$ cat config.mk
export PLATFORM = sky130hd
export DESIGN_NAME = intsvc_ctrl
export DESIGN_NICKNAME = d
export VERILOG_FILES = /design/src/rtl/intsvc_pkg.sv /design/src/rtl/intsvc_decode.sv /design/src/rtl/intsvc_core.sv /design/src/rtl/intsvc_ctrl.sv
export SDC_FILE = /design/constraint.sdc
export NUM_CORES = 1
export LEC_CHECK = 0
export ABC_AREA = 0
export BUFFER_PORTS_ARGS = -buffer_cell sky130_fd_sc_hd__buf_2
export CAP_MARGIN = 5
export CORE_MARGIN = 5
export CORE_UTILIZATION = 40
export DETAILED_ROUTE_END_ITERATION = 8
export PLACE_DENSITY = 0.67
export SYNTH_ARGS = -nofsm -noshare
export SYNTH_HDL_FRONTEND = slang
export SYNTH_SLANG_ARGS = --single-unit
$ cat constraint.sdc
create_clock -name clk -period 3.8 [get_ports clk]
set_input_delay 0.38 -clock clk [delete_from_list [all_inputs] [get_ports clk]]
set_output_delay 0.38 -clock clk [all_outputs]
set_load 0.1 [all_outputs]
$ cat src/rtl/intsvc_pkg.sv
package intsvc_pkg;
  localparam int NUM_LEVELS = 8;
  localparam int LVL_W = $clog2(NUM_LEVELS);

  typedef struct packed {
    logic nsEoi;
    logic specEoi;
    logic rotSet;
    logic rotClr;
    logic specRot;
    logic rotOnEoi;
    logic [LVL_W-1:0] level;
  } cmdStrobe_t;

  // Returns {found, rank} of the first set bit scanning from lowest+1 upward.
  function automatic logic [LVL_W:0] scanRank(input logic [NUM_LEVELS-1:0] v,
                                              input logic [LVL_W-1:0] low);
    logic [LVL_W-1:0] lvl;
    scanRank = '0;
    for (int k = NUM_LEVELS - 1; k >= 0; k--) begin
      lvl = low + LVL_W'(k) + LVL_W'(1);
      if (v[lvl]) scanRank = {1'b1, LVL_W'(k)};
    end
  endfunction
endpackage

$ cat src/rtl/intsvc_decode.sv
module intsvc_decode
  import intsvc_pkg::*;
(
  input  logic       wrEn,
  input  logic [7:0] wrData,
  output cmdStrobe_t strobe
);
  logic selHit;
  logic [2:0] code;

  assign selHit = wrEn && (wrData[4:3] == 2'b00);
  assign code = wrData[7:5];

  always_comb begin
    strobe = '0;
    strobe.level = wrData[LVL_W-1:0];
    if (selHit) begin
      case (code)
        3'b000: strobe.rotClr = 1'b1;
        3'b001: strobe.nsEoi = 1'b1;
        3'b011: strobe.specEoi = 1'b1;
        3'b100: strobe.rotSet = 1'b1;
        3'b101: begin
          strobe.rotSet = 1'b1;
          strobe.nsEoi = 1'b1;
          strobe.rotOnEoi = 1'b1;
        end
        3'b110: strobe.specRot = 1'b1;
        3'b111: begin
          strobe.specRot = 1'b1;
          strobe.specEoi = 1'b1;
        end
        default: ;
      endcase
    end
  end
endmodule

$ cat src/rtl/intsvc_core.sv
module intsvc_core
  import intsvc_pkg::*;
(
  input  logic                  clk,
  input  logic                  rst_n,
  input  logic [NUM_LEVELS-1:0] irqIn,
  input  logic                  ackIn,
  input  logic                  autoEoiEn,
  input  cmdStrobe_t            strobe,
  output logic                  intOut,
  output logic                  vecValid,
  output logic [LVL_W-1:0]      vecOut,
  output logic [NUM_LEVELS-1:0] isrOut,
  output logic [LVL_W-1:0]      lowestOut,
  output logic                  rotateOn
);
  logic [NUM_LEVELS-1:0] irrQ, isrQ, clrMask, setMask, grantMask;
  logic [LVL_W-1:0] lowestQ, reqRank, isrRank, reqLvl, isrLvl;
  logic reqHit, isrHit, grantOk, grant, rotQ;

  assign {reqHit, reqRank} = scanRank(irrQ, lowestQ);
  assign {isrHit, isrRank} = scanRank(isrQ, lowestQ);
  assign reqLvl = lowestQ + reqRank + LVL_W'(1);
  assign isrLvl = lowestQ + isrRank + LVL_W'(1);

  assign grantOk = reqHit && (!isrHit || (reqRank < isrRank));
  assign grant = ackIn && grantOk;

  always_comb begin
    grantMask = '0;
    setMask = '0;
    clrMask = '0;
    if (grant) grantMask[reqLvl] = 1'b1;
    if (grant && !autoEoiEn) setMask[reqLvl] = 1'b1;
    if (strobe.nsEoi && isrHit) clrMask[isrLvl] = 1'b1;
    if (strobe.specEoi) clrMask[strobe.level] = 1'b1;
  end

  always_ff @(posedge clk) begin
    if (!rst_n) begin
      irrQ <= '0;
      isrQ <= '0;
      lowestQ <= LVL_W'(NUM_LEVELS - 1);
      rotQ <= 1'b0;
      vecValid <= 1'b0;
      vecOut <= '0;
    end else begin
      irrQ <= (irrQ & ~grantMask) | irqIn;
      isrQ <= (isrQ & ~clrMask) | setMask;
      if (strobe.rotSet) rotQ <= 1'b1;
      else if (strobe.rotClr) rotQ <= 1'b0;
      if (strobe.specRot) lowestQ <= strobe.level;
      else if (strobe.rotOnEoi && isrHit) lowestQ <= isrLvl;
      else if (grant && autoEoiEn && rotQ) lowestQ <= reqLvl;
      vecValid <= grant;
      if (grant) vecOut <= reqLvl;
    end
  end

  assign intOut = grantOk;
  assign isrOut = isrQ;
  assign lowestOut = lowestQ;
  assign rotateOn = rotQ;
endmodule

$ cat src/rtl/intsvc_ctrl.sv
module intsvc_ctrl
  import intsvc_pkg::*;
(
  input  logic                  clk,
  input  logic                  rst_n,
  input  logic [NUM_LEVELS-1:0] irqIn,
  input  logic                  wrEn,
  input  logic [7:0]            wrData,
  input  logic                  ackIn,
  input  logic                  autoEoiEn,
  output logic                  intOut,
  output logic                  vecValid,
  output logic [LVL_W-1:0]      vecOut,
  output logic [NUM_LEVELS-1:0] isrOut,
  output logic [LVL_W-1:0]      lowestOut,
  output logic                  rotateOn
);
  cmdStrobe_t strobe;

  intsvc_decode decode_i (
    .wrEn(wrEn), .wrData(wrData), .strobe(strobe)
  );

  intsvc_core core_i (
    .clk(clk), .rst_n(rst_n), .irqIn(irqIn), .ackIn(ackIn),
    .autoEoiEn(autoEoiEn), .strobe(strobe), .intOut(intOut),
    .vecValid(vecValid), .vecOut(vecOut), .isrOut(isrOut),
    .lowestOut(lowestOut), .rotateOn(rotateOn)
  );
endmodule

# After elaboration in Yosys (flattened, before gate mapping)

Index checks and enable logic that the tools add are counted.

Add/sub/neg operators: 18
Order comparisons: 15
Equality and inequality tests: 6
Multiplexer cells: 70
Bitwise operators: 7
Reductions and logical operators: 22

Operator list:

| kind                                                              | count |
|---|---|
| two-way mux 4 bit                                                 | 16 |
| binary-select mux 1 bit (select 3 bit)                            | 16 |
| < comparator 3 x 4 -> 1 bit, second input constant                | 11 |
| two-way mux 8 bit                                                 | 4 |
| adder 3 x 1 -> 3 bit, second input constant                       | 10 |
| two-way mux 1 bit                                                 | 27 |
| OR 8 bit                                                          | 3 |
| AND 8 bit                                                         | 2 |
| NOT 8 bit                                                         | 2 |
| adder 3 bit, second input constant                                | 4 |
| == test 3 bit, second input constant                              | 4 |
| logical AND 1 bit                                                 | 11 |
| demux 1 bit (select 3 bit)                                        | 3 |
| greater-or-equal comparator 3 x 1 -> 1 bit, second input constant | 3 |
| two-way mux 3 bit                                                 | 3 |
| OR reduction 2 bit                                                | 4 |
| adder 3 x 2 -> 3 bit, second input constant                       | 2 |
| adder 3 bit                                                       | 2 |
| two-way mux 6 bit                                                 | 1 |
| == test 3 x 1 -> 1 bit, second input constant                     | 1 |
| == test 3 x 2 -> 1 bit, second input constant                     | 1 |
| zero test 3 bit                                                   | 1 |
| < comparator 3 bit                                                | 1 |
| nonzero test 3 bit                                                | 1 |
| 4 further kinds                                                   | 5 |

Flip-flop bits (word level): 24
Bits of input ports: 21
Word-level logic and storage cells: 144

# Logic depth before layout (Yosys ltp)

Gate-level depths: netlist of the first run.

Depth after elaboration: 24
Depth in mapped cells: 21
Depth with buffers taken out: 16

# Hierarchy

A second synthesis of the first run with hierarchy kept.

Cell total of the unflattened synthesis: 310
Area total of the unflattened synthesis: 2808.9 sq um

Modules (own cells, without submodules):

| module        | times used | cells each | area each (sq um) | sequential area each (sq um) |
|---|---|---|---|---|
| intsvc_core   | 1          | 295        | 2722.6            | 480.5 |
| intsvc_decode | 1          | 15         | 86.3              | 0.0 |

# Least setup slack after synthesis of the first run

No wires, ideal clock.

Kind: register to output
From: register core_i.lowestQ[1] (netlist: core_i.lowestOut[1])
To: output intOut
Arrival: 5.404 ns
Required time: 3.420 ns
Path slack: -1.984 ns
Stages on the path, launching flop included: 17
Cells stage by stage: dfxtp_1 > buf_2 > inv_1 > ha_1 > buf_4 > buf_6 > mux2i_1 > o22ai_1 > nor3_1 > inv_1 > o311ai_0 > inv_1 > ha_1 > o21a_1 > o22ai_2 > a31o_2 > nor2b_1

Cells in the longest elaborated chain, start to end: 15
Elaborated cells between the ends (all ways): 66

RTL lines:

| what                                                  | RTL line          | RTL |
|---|---|---|
| start: declaration                                    | intsvc_core.sv:18 | `logic [LVL_W-1:0] lowestQ, reqRank, isrRank, reqLvl, isrLvl;` |
| start signal: assignment                              | intsvc_core.sv:43 | `lowestQ <= LVL_W'(NUM_LEVELS - 1);` |
| start signal: assignment                              | intsvc_core.sv:52 | `if (strobe.specRot) lowestQ <= strobe.level;` |
| start signal: assignment                              | intsvc_core.sv:53 | `else if (strobe.rotOnEoi && isrHit) lowestQ <= isrLvl;` |
| adder 3 bit                                           | intsvc_pkg.sv:21  | `lvl = low + LVL_W'(k) + LVL_W'(1);` |
| adder 3 x 1 -> 3 bit                                  | intsvc_pkg.sv:21  |  |
| binary-select mux 1 bit (select 3 bit)                | intsvc_pkg.sv:22  | `if (v[lvl]) scanRank = {1'b1, LVL_W'(k)};` |
| two-way mux 1 bit (not written as such)               | intsvc_pkg.sv:22  |  |
| two-way mux 4 bit (8 in series)                       | intsvc_pkg.sv:22  |  |
| < comparator 3 bit or zero test 1 bit (tied branches) | intsvc_core.sv:26 | `assign grantOk = reqHit && (!isrHit \|\| (reqRank < isrRank));` |
| logical OR 1 bit                                      | intsvc_core.sv:26 |  |
| logical AND 1 bit *                                   | intsvc_core.sv:26 |  |
| end: declaration                                      | intsvc_ctrl.sv:11 | `output logic intOut,` |

Every way passes the cells marked *; elsewhere a longest branch is shown, timed or not. The select of a mux whose other input is x is not followed.

# Worst setup path in the final report of the first run

From: register core_i.lowestQ[0] (netlist: core_i.lowestOut[0])
To: output intOut

The elaborated chain is that of the path after synthesis.

==> impl_metrics.csv, run 1 <==
group,metric,value,unit
run_status,status,"complete, but fails checks",
run_status,violations,"setup timing",
global_route,grt_start_max_net_pins,32,
cts,root_buffer,"clkbuf_8",
timing,slew_headroom,53.7,%
cells_and_area,drive_gt1_share,45.6,%
cts,path_clk_slew,0.09,ns
timing,tightest_slew,0.685,ns
global_route,grt_pass1_wl,14000,um
placement,hpwl,6060,um
setup_path,worstSetupPathType,"reg2out",
die,core_area,6790,um2
timing,period_share,103,%
detailed_routing,dr.pass1.iters,4,
timing,finalSetupViolCount,2,
cells_and_area,nNetsFinal,397,
logic_synthesis,ys_top_cells_by_area,"dfxtp_1 (17%), mux4_2 (13%), mux2i_1 (10%)",
cts,htreeDepth,1,
die,io_pins,38,
setup_path,arrival,3.53,ns
global_route,grt_pass1_vias,2822,
power_and_ir_drop,seqPwrFrac,17.1,%
detailed_routing,wl_per_cell,19.5,um
timing,hold_violations,0,
timing,slew_violations,0,
die,die_h,93.4,um
cells_and_area,diodes,0,
cells_and_area,multi_input_area,2510,um2
timing,fmax,0.256,GHz
placement,gp_congestion,0.929,
die,die_w,93.4,um
logic_synthesis,synthCells,303,
cts,cts-hold-fix-buffers,0,
die,die_area,8730,um2
cells_and_area,syn2layout_area_growth,37.2,%
logic_synthesis,synth_top_area_share,17.3,%
logic_synthesis,yosys_register_bits,24,
logic_synthesis,synth.net_count,333,
global_route,grt_util_all_layers,19.8,%
cts,cts_tree,"done",
power_and_ir_drop,combPwrFrac,73.0,%
power_and_ir_drop,ir_drop,0.483,mV
detailed_routing,drt_iter0_drc,326,
setup_path,worst-path-max-fanout,6,
job,drv_cap,0,
power_and_ir_drop,swShare,49.2,%
cts,worstSkewPairLatency,0.27,ns
timing,skew,0.00315,ns
setup_path,worstPathRequired,3.42,ns
cells_and_area,final_cell_mix,"buf_2 (36), buf_4 (33), dfxtp_1 (22)",
detailed_routing,vias,2957,
detailed_routing,via_per_inst,6.40,
logic_synthesis,ys.flop_type,"dfxtp_1",
setup_path,crit_path_end_kind,"output port",
logic_synthesis,synth.distinct_cells,66,
logic_synthesis,ys_seq_area_share,17.3,%
power_and_ir_drop,switchingPower,0.000998,W
global_route,antenna_found_initial,0,
cells_and_area,fill_cells,583,
timing,layout_setup_ws,-0.109,ns
cts,clock-sinks,24,
min_path,hp-class,"in2reg",
logic_synthesis,synth.cell_area,2790,um2
detailed_routing,ant_nets,0,
cells_and_area,seqCellArea,488,um2
die,row_count,30,
timing,hold_ws,0.400,ns
global_route,gr-total-overflow,0,
cells_and_area,mostFrequentLayoutCell,"buf_2",
logic_synthesis,synth.largest_area_cell,"dfxtp_1",
timing,layout_min_cycle_time,3.91,ns
cts,numCtsBuffers,3,
timing,rsz0062_at_grt,"true",
placement,numPortBuffers,37,
logic_synthesis,async_reset_ff_share,0,%
logic_synthesis,synth_enable_flop_cells,0,
cts,cts_buffer_depth,2,
setup_path,worstSetupStartpointType,"register",
power_and_ir_drop,power.share.clock,9.8,%
detailed_routing,routed_wl,8990,um
logic_synthesis,syn_area_per_cell,9.19,um2
die,start_util,41.0,%
power_and_ir_drop,power_density,531,nW/um2
power_and_ir_drop,cellLeakagePower,1.46,nW
power_and_ir_drop,fin_total_pwr,0.00203,W
logic_synthesis,ys_warn_count,0,
power_and_ir_drop,power.internal,0.00103,W
detailed_routing,drc,0,
## layer usage
layer / part of all wire [%] / vias to the layer above / GRT usage [%]
li1: - / 1327 / -
met2: 48 / 150 / 32.0
met4: 3.4 / 0 / 7.94
met5: 0 / - / 0
met3: 5.8 / 33 / 2.01
met1: 43 / 1447 / 26.9
## kinds of logic (layout without fill, tap and decap cells)
| family | after synthesis | after routing | share of synthesized area, % |
|---|---|---|---|
| muxes | 52 | 52 | 27.4 |
| AOI/OAI and AO/OA | 92 | 92 | 23.6 |
| adders and majority gates | 9 | 9 | 4.58 |
| DFF | 24 | 24 | 17.3 |
| and+or+nand+nor | 90 | 90 | 17.5 |
| xor gates and xnor gates | 7 | 8 | 3.41 |
| buffers and inverters | 29 | 91 | 6.29 |
## Yosys cell counts (all sizes together) (7+ instances only)
master	count
dfxtp	24
nor2	19
ha	7
nand2	17
a21oi	10
a22oi	8
buf	13
mux2i	30
o22ai	12
o21ai	21
nand3	8
nor3	12
inv	10
mux4	18
a31oi	9
nor2b	7
## through the flow
step | TNS [ns] | instances | util (%) | instance area (um2) | setup slack, ns
3_3_place_gp | -0.0765 | 439 | 47.2 | 3210 | -0.0535
6_report | -0.127 | 462 | 56.2 | 3820 | -0.109
5_1_grt | -1.77 | 462 | 56.2 | 3820 | -0.252
2_1_floorplan | -5.63 | 303 | - | 2870 | -0.510
3_5_place_dp | -0.247 | 439 | 47.2 | 3210 | -0.0889
4_1_cts | -0.0399 | 451 | 52.0 | 3530 | -0.0399
## repair_timing
item | in CTS | in global routing
pin swaps | 6 | 22
gates resized for setup | 27 | 37
gates cloned | 1 | 2
buffers inserted | 7 | 10
endpoints found under the setup margin | 14 | 24
## final cells by class
type / instances / area share [%]
clock buffer: 4 / 1.74
inverter: 10 / 1.08
multi-input combinational: 251 / 65.8
sequential: 24 / 12.8
tap: 96 / 3.14
timing repair buffer: 77 / 15.5
## flip-flops by register name (all words and copies together), names as in the netlist
| name | cells |
|---|---|
| core_i.rotateOn | 1 |
| core_i.irrQ | 8 |
| core_i.vecOut | 3 |
| core_i.lowestOut | 3 |
| core_i.isrOut | 8 |
| core_i.vecValid | 1 |
## power by group through the flow
stage	registers (W)	clock network, W	logic, W
floorplan	0.000522	0	0.000734
global placement	0.000341	0	0.00119
detailed placement	0.000342	0	0.00120
CTS	0.000342	0.000204	0.00129
global route	0.000354	0.000215	0.00156
finish	0.000348	0.000200	0.00148
## worst max-delay path: stages, from the launching register on
cell and delay (ns):
dfxtp_4 0.38, clkinvlp_4 0.11, ha_4 0.36, buf_12 0.14, mux2i_1 0.33, a22oi_2 0.16
a21boi_1 0.27, o21ai_0 0.13, a211o_1 0.34, ha_1 0.31, o21a_1 0.18, o22ai_2 0.08
a31o_2 0.13, nor2b_4 0.16, buf_12 0.18
## worst paths after layout
check | cells past startpoint | from | slack [ns] | endpoint
worst min-delay path | 3 | wrData[7] | 0.40 | core_i.rotateOn
worst min register to register | 1 | core_i.vecOut[0] | 0.51 | core_i.vecOut[0]
worst max-delay path | 14 | core_i.lowestOut[0] | -0.11 | intOut
worst max register to register | 16 | core_i.lowestOut[0] | -0.02 | core_i.isrOut[7]
(Power assumes the default switching activity.)
==> run 2, diff against run 1 <==
- ABC_CLOCK_PERIOD_IN_PS: unset -> 3800
- REMOVE_ABC_BUFFERS: unset -> 1
- SETUP_SLACK_MARGIN: unset -> 0.02
==> run 2 against run 1 <==
- the flow now finishes without violations
- highest routed layer unchanged
- critical path type unchanged
- via count shrank 5.7%
- count of clock-buffer cells in the layout fell by 1
- non-clock buffer count fell by 3
- die area did not move
- worst hold slack lost 0.013 ns
==> impl_metrics.csv, run 2 (synthesized netlist as in run 1, its figures left out) <==
group,metric,value,unit
cells_and_area,layout.cells.non_filler,457,
detailed_routing,routed_wl,8820,um
cts,worstSkewPairLatency,0.27,ns
cts,path_clk_slew,0.08,ns
global_route,grt_pass1_vias,2736,
placement,dp.cells,443,
timing,period_share,99.7,%
cells_and_area,final_cell_mix,"buf_2 (36), buf_4 (31), mux2i_1 (24)",
detailed_routing,via_per_inst,6.10,
die,io_pins,38,
die,row_count,30,
timing,tightest_slew,0.708,ns
detailed_routing,drc,0,
die,start_util,41.0,%
job,drv_cap,0,
timing,layout_min_cycle_time,3.79,ns
setup_path,worstPathRequired,3.42,ns
detailed_routing,vias,2789,
cells_and_area,mostFrequentLayoutCell,"buf_2",
detailed_routing,ant_nets,0,
detailed_routing,drt_iter0_drc,189,
global_route,grt_pass1_wl,14100,um
setup_path,worstSetupPathType,"reg2out",
setup_path,crit_path_end_kind,"output port",
timing,hold_violations,0,
timing,skew,0.00658,ns
cells_and_area,drive_gt1_share,43.2,%
run_status,status,"completed",
placement,numPortBuffers,37,
setup_path,worst-path-max-fanout,12,
global_route,antenna_found_initial,0,
detailed_routing,wl_per_cell,19.3,um
power_and_ir_drop,cellLeakagePower,1.40,nW
min_path,hp-class,"in2reg",
die,die_area,8730,um2
cts,htreeDepth,1,
die,core_area,6790,um2
global_route,grt_start_max_net_pins,26,
cells_and_area,syn2layout_area_growth,29.8,%
setup_path,worstSetupStartpointType,"register",
timing,rsz0062_at_grt,"true",
timing,slew_headroom,52.2,%
setup_path,arrival,3.41,ns
global_route,grt_util_all_layers,20.1,%
timing,setup_tns,0,ns
detailed_routing,dr.pass1.iters,4,
cells_and_area,nNetsFinal,393,
cts,cts_tree,"done",
cts,clock-sinks,24,
placement,hpwl,6310,um
cts,cts_buffer_depth,2,
global_route,gr-total-overflow,0,
timing,slew_violations,0,
power_and_ir_drop,power_density,516,nW/um2
timing,finalSetupViolCount,0,
placement,gp_congestion,0.953,
timing,fmax,0.264,GHz
cts,root_buffer,"clkbuf_8",
die,die_w,93.4,um
die,die_h,93.4,um
cells_and_area,diodes,0,
cts,numCtsBuffers,3,
power_and_ir_drop,ir_drop,0.692,mV
## run 2: layout make-up
type / count / area [um2]
tap: 96 / 120
clock buffer: 3 / 41.3
timing repair buffer: 74 / 548
multi-input combinational: 250 / 2380
sequential: 24 / 483
inverter: 10 / 37.5
fill: 644 / 3180
## run 2: power by group
group	leakage, nW	total, W	internal [W]	switching, W
sequential	0.196	0.000349	0.000289	0.0000601
clock	0.0216	0.000151	0.0000710	0.0000797
combinational	1.18	0.00136	0.000560	0.000805
total	1.40	0.00186	0.000919	0.000944
## run 2: path summary, 6_finish.rpt
| path | end | start | slack (ns) | depth (start not counted) |
|---|---|---|---|---|
| hold reg to reg | core_i.vecOut[0] | core_i.vecOut[0] | 0.50 | 1 |
| hold / removal | core_i.rotateOn | wrData[7] | 0.39 | 3 |
| setup / recovery | intOut | core_i.lowestOut[0] | 0.01 | 14 |
| setup reg to reg | core_i.irrQ[4] | core_i.lowestOut[0] | 0.16 | 16 |
## run 2: what timing repair did
| item | CTS | global route |
|---|---|---|
| buffers inserted | 4 | 5 |
| resized for setup | 24 | 36 |
| pin swaps | 3 | 13 |
| endpoints found under the setup margin | 1 | 23 |
| cloned | 1 | 1 |
| hold buffers | 0 | 0 |
## run 2: routing by layer
metal	vias to the layer above	global-route usage, %	wire length, um	share of wire [%]
met4	0	5.62	114	1.3
met5	-	0	0	0
met3	9	1.69	564	6.4
met2	102	32.0	4330	49
met1	1367	28.8	3810	43
li1	1311	-	-	-
## run 2: worst max-delay path, stage by stage (launching register included)
cell and delay, ns:
dfxtp_2 0.37, inv_2 0.06, ha_4 0.32, buf_16 0.17, mux2i_4 0.31, mux2i_1 0.21, o221ai_2 0.21, o21ai_2 0.13
a211o_1 0.33, ha_1 0.30, o21a_1 0.17, o22ai_2 0.08, a31o_2 0.13, nor2b_4 0.16, buf_12 0.18
## run 2: metrics by stage
step / power [W] / hold slack (ns) / setup WS (ns) / util [%] / area (um2)
finish: 0.00186 / 0.387 / 0.0130 / 53.2 / 3610
global route: 0.00197 / 0.420 / -0.133 / 53.2 / 3610
CTS: 0.00174 / 0.395 / 0.0232 / 49.9 / 3390
detailed placement: 0.00151 / 0.484 / 0.0312 / 46.7 / 3180
global placement: 0.00150 / 0.479 / 0.107 / 46.7 / 3180
floorplan: 0.00118 / 0.442 / -3.13 / - / 2650
==> run 3, diff against run 2 <==
- SYNTH_HIERARCHICAL: unset -> 1
==> run 3 against run 2 <==
- the run now ends with setup timing left
- design area increased by 6.1%
- worst hold slack got worse by 0.035 ns
- sequential power decreased by 8.9%
==> impl_metrics.csv, run 3 <==
group,metric,value,unit
run_status,status,"complete, but fails checks",
run_status,violations,"setup timing",
die,row_count,30,
cells_and_area,diodes,0,
setup_path,worstSetupPathType,"reg2out",
global_route,grt_pass1_vias,2849,
setup_path,r2r-start,"core_i/lowestOut[0]",
die,core_area,6830,um2
timing,hold_violations,0,
timing,layout_min_cycle_time,4.03,ns
min_path,min_to,"core_i/irrQ[4]",
power_and_ir_drop,fin_total_pwr,0.00160,W
cts,path_clk_slew,0.09,ns
detailed_routing,ant_nets,0,
placement,gp_congestion,0.922,
cells_and_area,mostFrequentLayoutCell,"buf_4",
timing,period_share,106,%
detailed_routing,drc,0,
logic_synthesis,synth_common_cells,"nor2_1 (27), dfxtp_1 (24), mux2i_1 (21)",
setup_path,worstSetupStartpointType,"register",
cells_and_area,final_cell_mix,"buf_4 (50), buf_2 (36), nor2_1 (25)",
logic_synthesis,synth_enable_flop_cells,0,
logic_synthesis,async_reset_ff_share,0,%
setup_path,reg2reg_slack,-0.05,ns
logic_synthesis,synth.largest_area_cell,"dfxtp_1",
cts,htreeDepth,1,
placement,numPortBuffers,37,
global_route,antenna_found_initial,0,
logic_synthesis,synth.distinct_cells,70,
timing,slew_violations,0,
setup_path,crit_path_end_kind,"output port",
cells_and_area,syn2layout_area_growth,36.5,%
min_path,hold_depth,3,
logic_synthesis,synth_top_area_share,17.1,%
die,die_area,8800,um2
setup_path,ff2ff_path_depth,18,
detailed_routing,wl_per_cell,18.1,um
cells_and_area,drive_gt1_share,49.6,%
detailed_routing,dr.pass1.iters,4,
min_path,hp-class,"in2reg",
setup_path,worst-path-max-fanout,8,
power_and_ir_drop,power_density,418,nW/um2
detailed_routing,vias,2889,
setup_path,worstPathRequired,3.42,ns
power_and_ir_drop,ir_drop,0.333,mV
cts,root_buffer,"clkbuf_8",
detailed_routing,routed_wl,8760,um
die,die_h,93.8,um
cts,numCtsBuffers,3,
global_route,grt_util_all_layers,19.8,%
logic_synthesis,ys_warn_count,6,
timing,slew_headroom,60.1,%
timing,rsz0062_at_grt,"true",
cells_and_area,fill_cells,605,
logic_synthesis,ys.flop_type,"dfxtp_1",
placement,placed_area,3320,um2
die,start_util,41.1,%
cts,cts_buffer_depth,2,
die,io_pins,38,
die,die_w,93.8,um
cts,worstSkewPairLatency,0.27,ns
placement,hpwl,6550,um
logic_synthesis,ys_top_cells_by_area,"dfxtp_1 (17%), mux4_2 (16%), mux2i_1 (7.5%)",
logic_synthesis,synthCells,310,
cells_and_area,nNetsFinal,419,
logic_synthesis,syn_area_per_cell,9.06,um2
setup_path,timing.rr.end,"core_i/irrQ[1]",
global_route,grt_start_max_net_pins,22,
timing,skew,0.00404,ns
detailed_routing,via_per_inst,5.96,
cts,clock-sinks,24,
cts,cts_tree,"done",
logic_synthesis,synth.most_common_cell,"nor2_1",
detailed_routing,drt_iter0_drc,225,
cells_and_area,post-route-cell-area,3830,um2
timing,layout_setup_ws,-0.229,ns
logic_synthesis,synth.cell_area,2810,um2
setup_path,arrival,3.65,ns
timing,finalSetupViolCount,8,
job,drv_cap,0,
power_and_ir_drop,cellLeakagePower,1.55,nW
timing,tightest_slew,0.596,ns
global_route,grt_pass1_wl,14000,um
timing,fmax,0.248,GHz
placement,dpl_worst_slack,-0.290,ns
logic_synthesis,yosys_register_bits,24,
global_route,gr-total-overflow,0,
cts,cts-hold-fix-buffers,0,
logic_synthesis,ys_seq_area_share,17.1,%
min_path,worstHoldStart,"irqIn[4]",
## run 3: cell types whose count changed after synthesis, sizes merged, moves of 5 or more
cell   change
nor2       +9
mux2       +7
mux2i      -9
and3       +7
a22oi      -7
nand2      -5
nor2b      -7
## run 3: worst max-delay path, stage by stage (launching register included)
cell and delay (ns):
dfxtp_2 0.35, inv_2 0.05, ha_4 0.34, buf_12 0.16, mux2_2 0.38, o22ai_2 0.21, o21bai_2 0.11, or3_1 0.33
o32ai_2 0.12, inv_1 0.12, ha_4 0.25, a21oi_2 0.13, o221ai_1 0.11, and4bb_2 0.33, o21a_1 0.18, buf_12 0.19
## run 3: what timing repair did
| action | CTS | global route |
|---|---|---|
| setup buffers | 12 | 3 |
| cloned | 1 | 0 |
| endpoints found under the setup margin | 24 | 24 |
| resized for setup | 48 | 22 |
| pin swaps | 12 | 17 |
| hold endpoints to repair | 0 | 0 |
## run 3: routing by layer
layer | track usage [%] | vias up | part of all wire, %
met1 | 25.3 | 1422 | 42
met5 | 0 | - | 0
li1 | - | 1360 | -
met2 | 35.2 | 94 | 50
met3 | 1.60 | 13 | 5.8
met4 | 5.78 | 0 | 2.0
## run 3: cell type report
class                      instances  area, um2  share of cell area (%)
multi-input combinational        251       2420                    63.1
timing repair buffer              95        701                    18.3
sequential                        24        483                    12.6
tap                               96        120                    3.13
inverter                          15       56.3                    1.47
clock buffer                       4       55.1                    1.44
## run 3: worst max-delay path by stage
stage                              from  endpoint  slack, ns  cells past startpoint
floorplan           core_i/lowestOut[0]    intOut      -2.84                     13
global placement    core_i/lowestOut[0]    intOut      -0.18                     16
detailed placement  core_i/lowestOut[1]    intOut      -0.29                     15
CTS                 core_i/lowestOut[0]    intOut      -0.15                     15
global route        core_i/lowestOut[0]    intOut      -0.35                     16
finish              core_i/lowestOut[0]    intOut      -0.23                     15
## run 3: per-stage QoR
| stage | hold WS [ns] | util (%) | setup TNS [ns] | instances |
|---|---|---|---|---|
| 4_1_cts | 0.358 | 54.6 | -0.146 | 484 |
| 2_1_floorplan | 0.460 | - | -55.87 | 290 |
| 3_5_place_dp | 0.494 | 48.6 | -4.78 | 468 |
| 3_3_place_gp | 0.485 | 48.6 | -1.69 | 468 |
| 6_report | 0.353 | 56.1 | -0.449 | 485 |
| 5_1_grt | 0.369 | 56.1 | -3.46 | 485 |
## run 3: cell families after synthesis
kind of cell,synth area share [%]
and+or+nand+nor,19.9
xor gates and xnor gates,2.41
DFF,17.1
AOI/OAI and AO/OA,21.2
adders and majority gates,4.10
buffers and inverters,7.13
muxes,28.2
## run 3: report_power, final
group | switching [W] | internal, W | total [W]
Sequential | 0.0000377 | 0.000280 | 0.000318
Combinational | 0.000636 | 0.000467 | 0.00110
Clock | 0.0000898 | 0.0000927 | 0.000183
Total | 0.000763 | 0.000840 | 0.00160
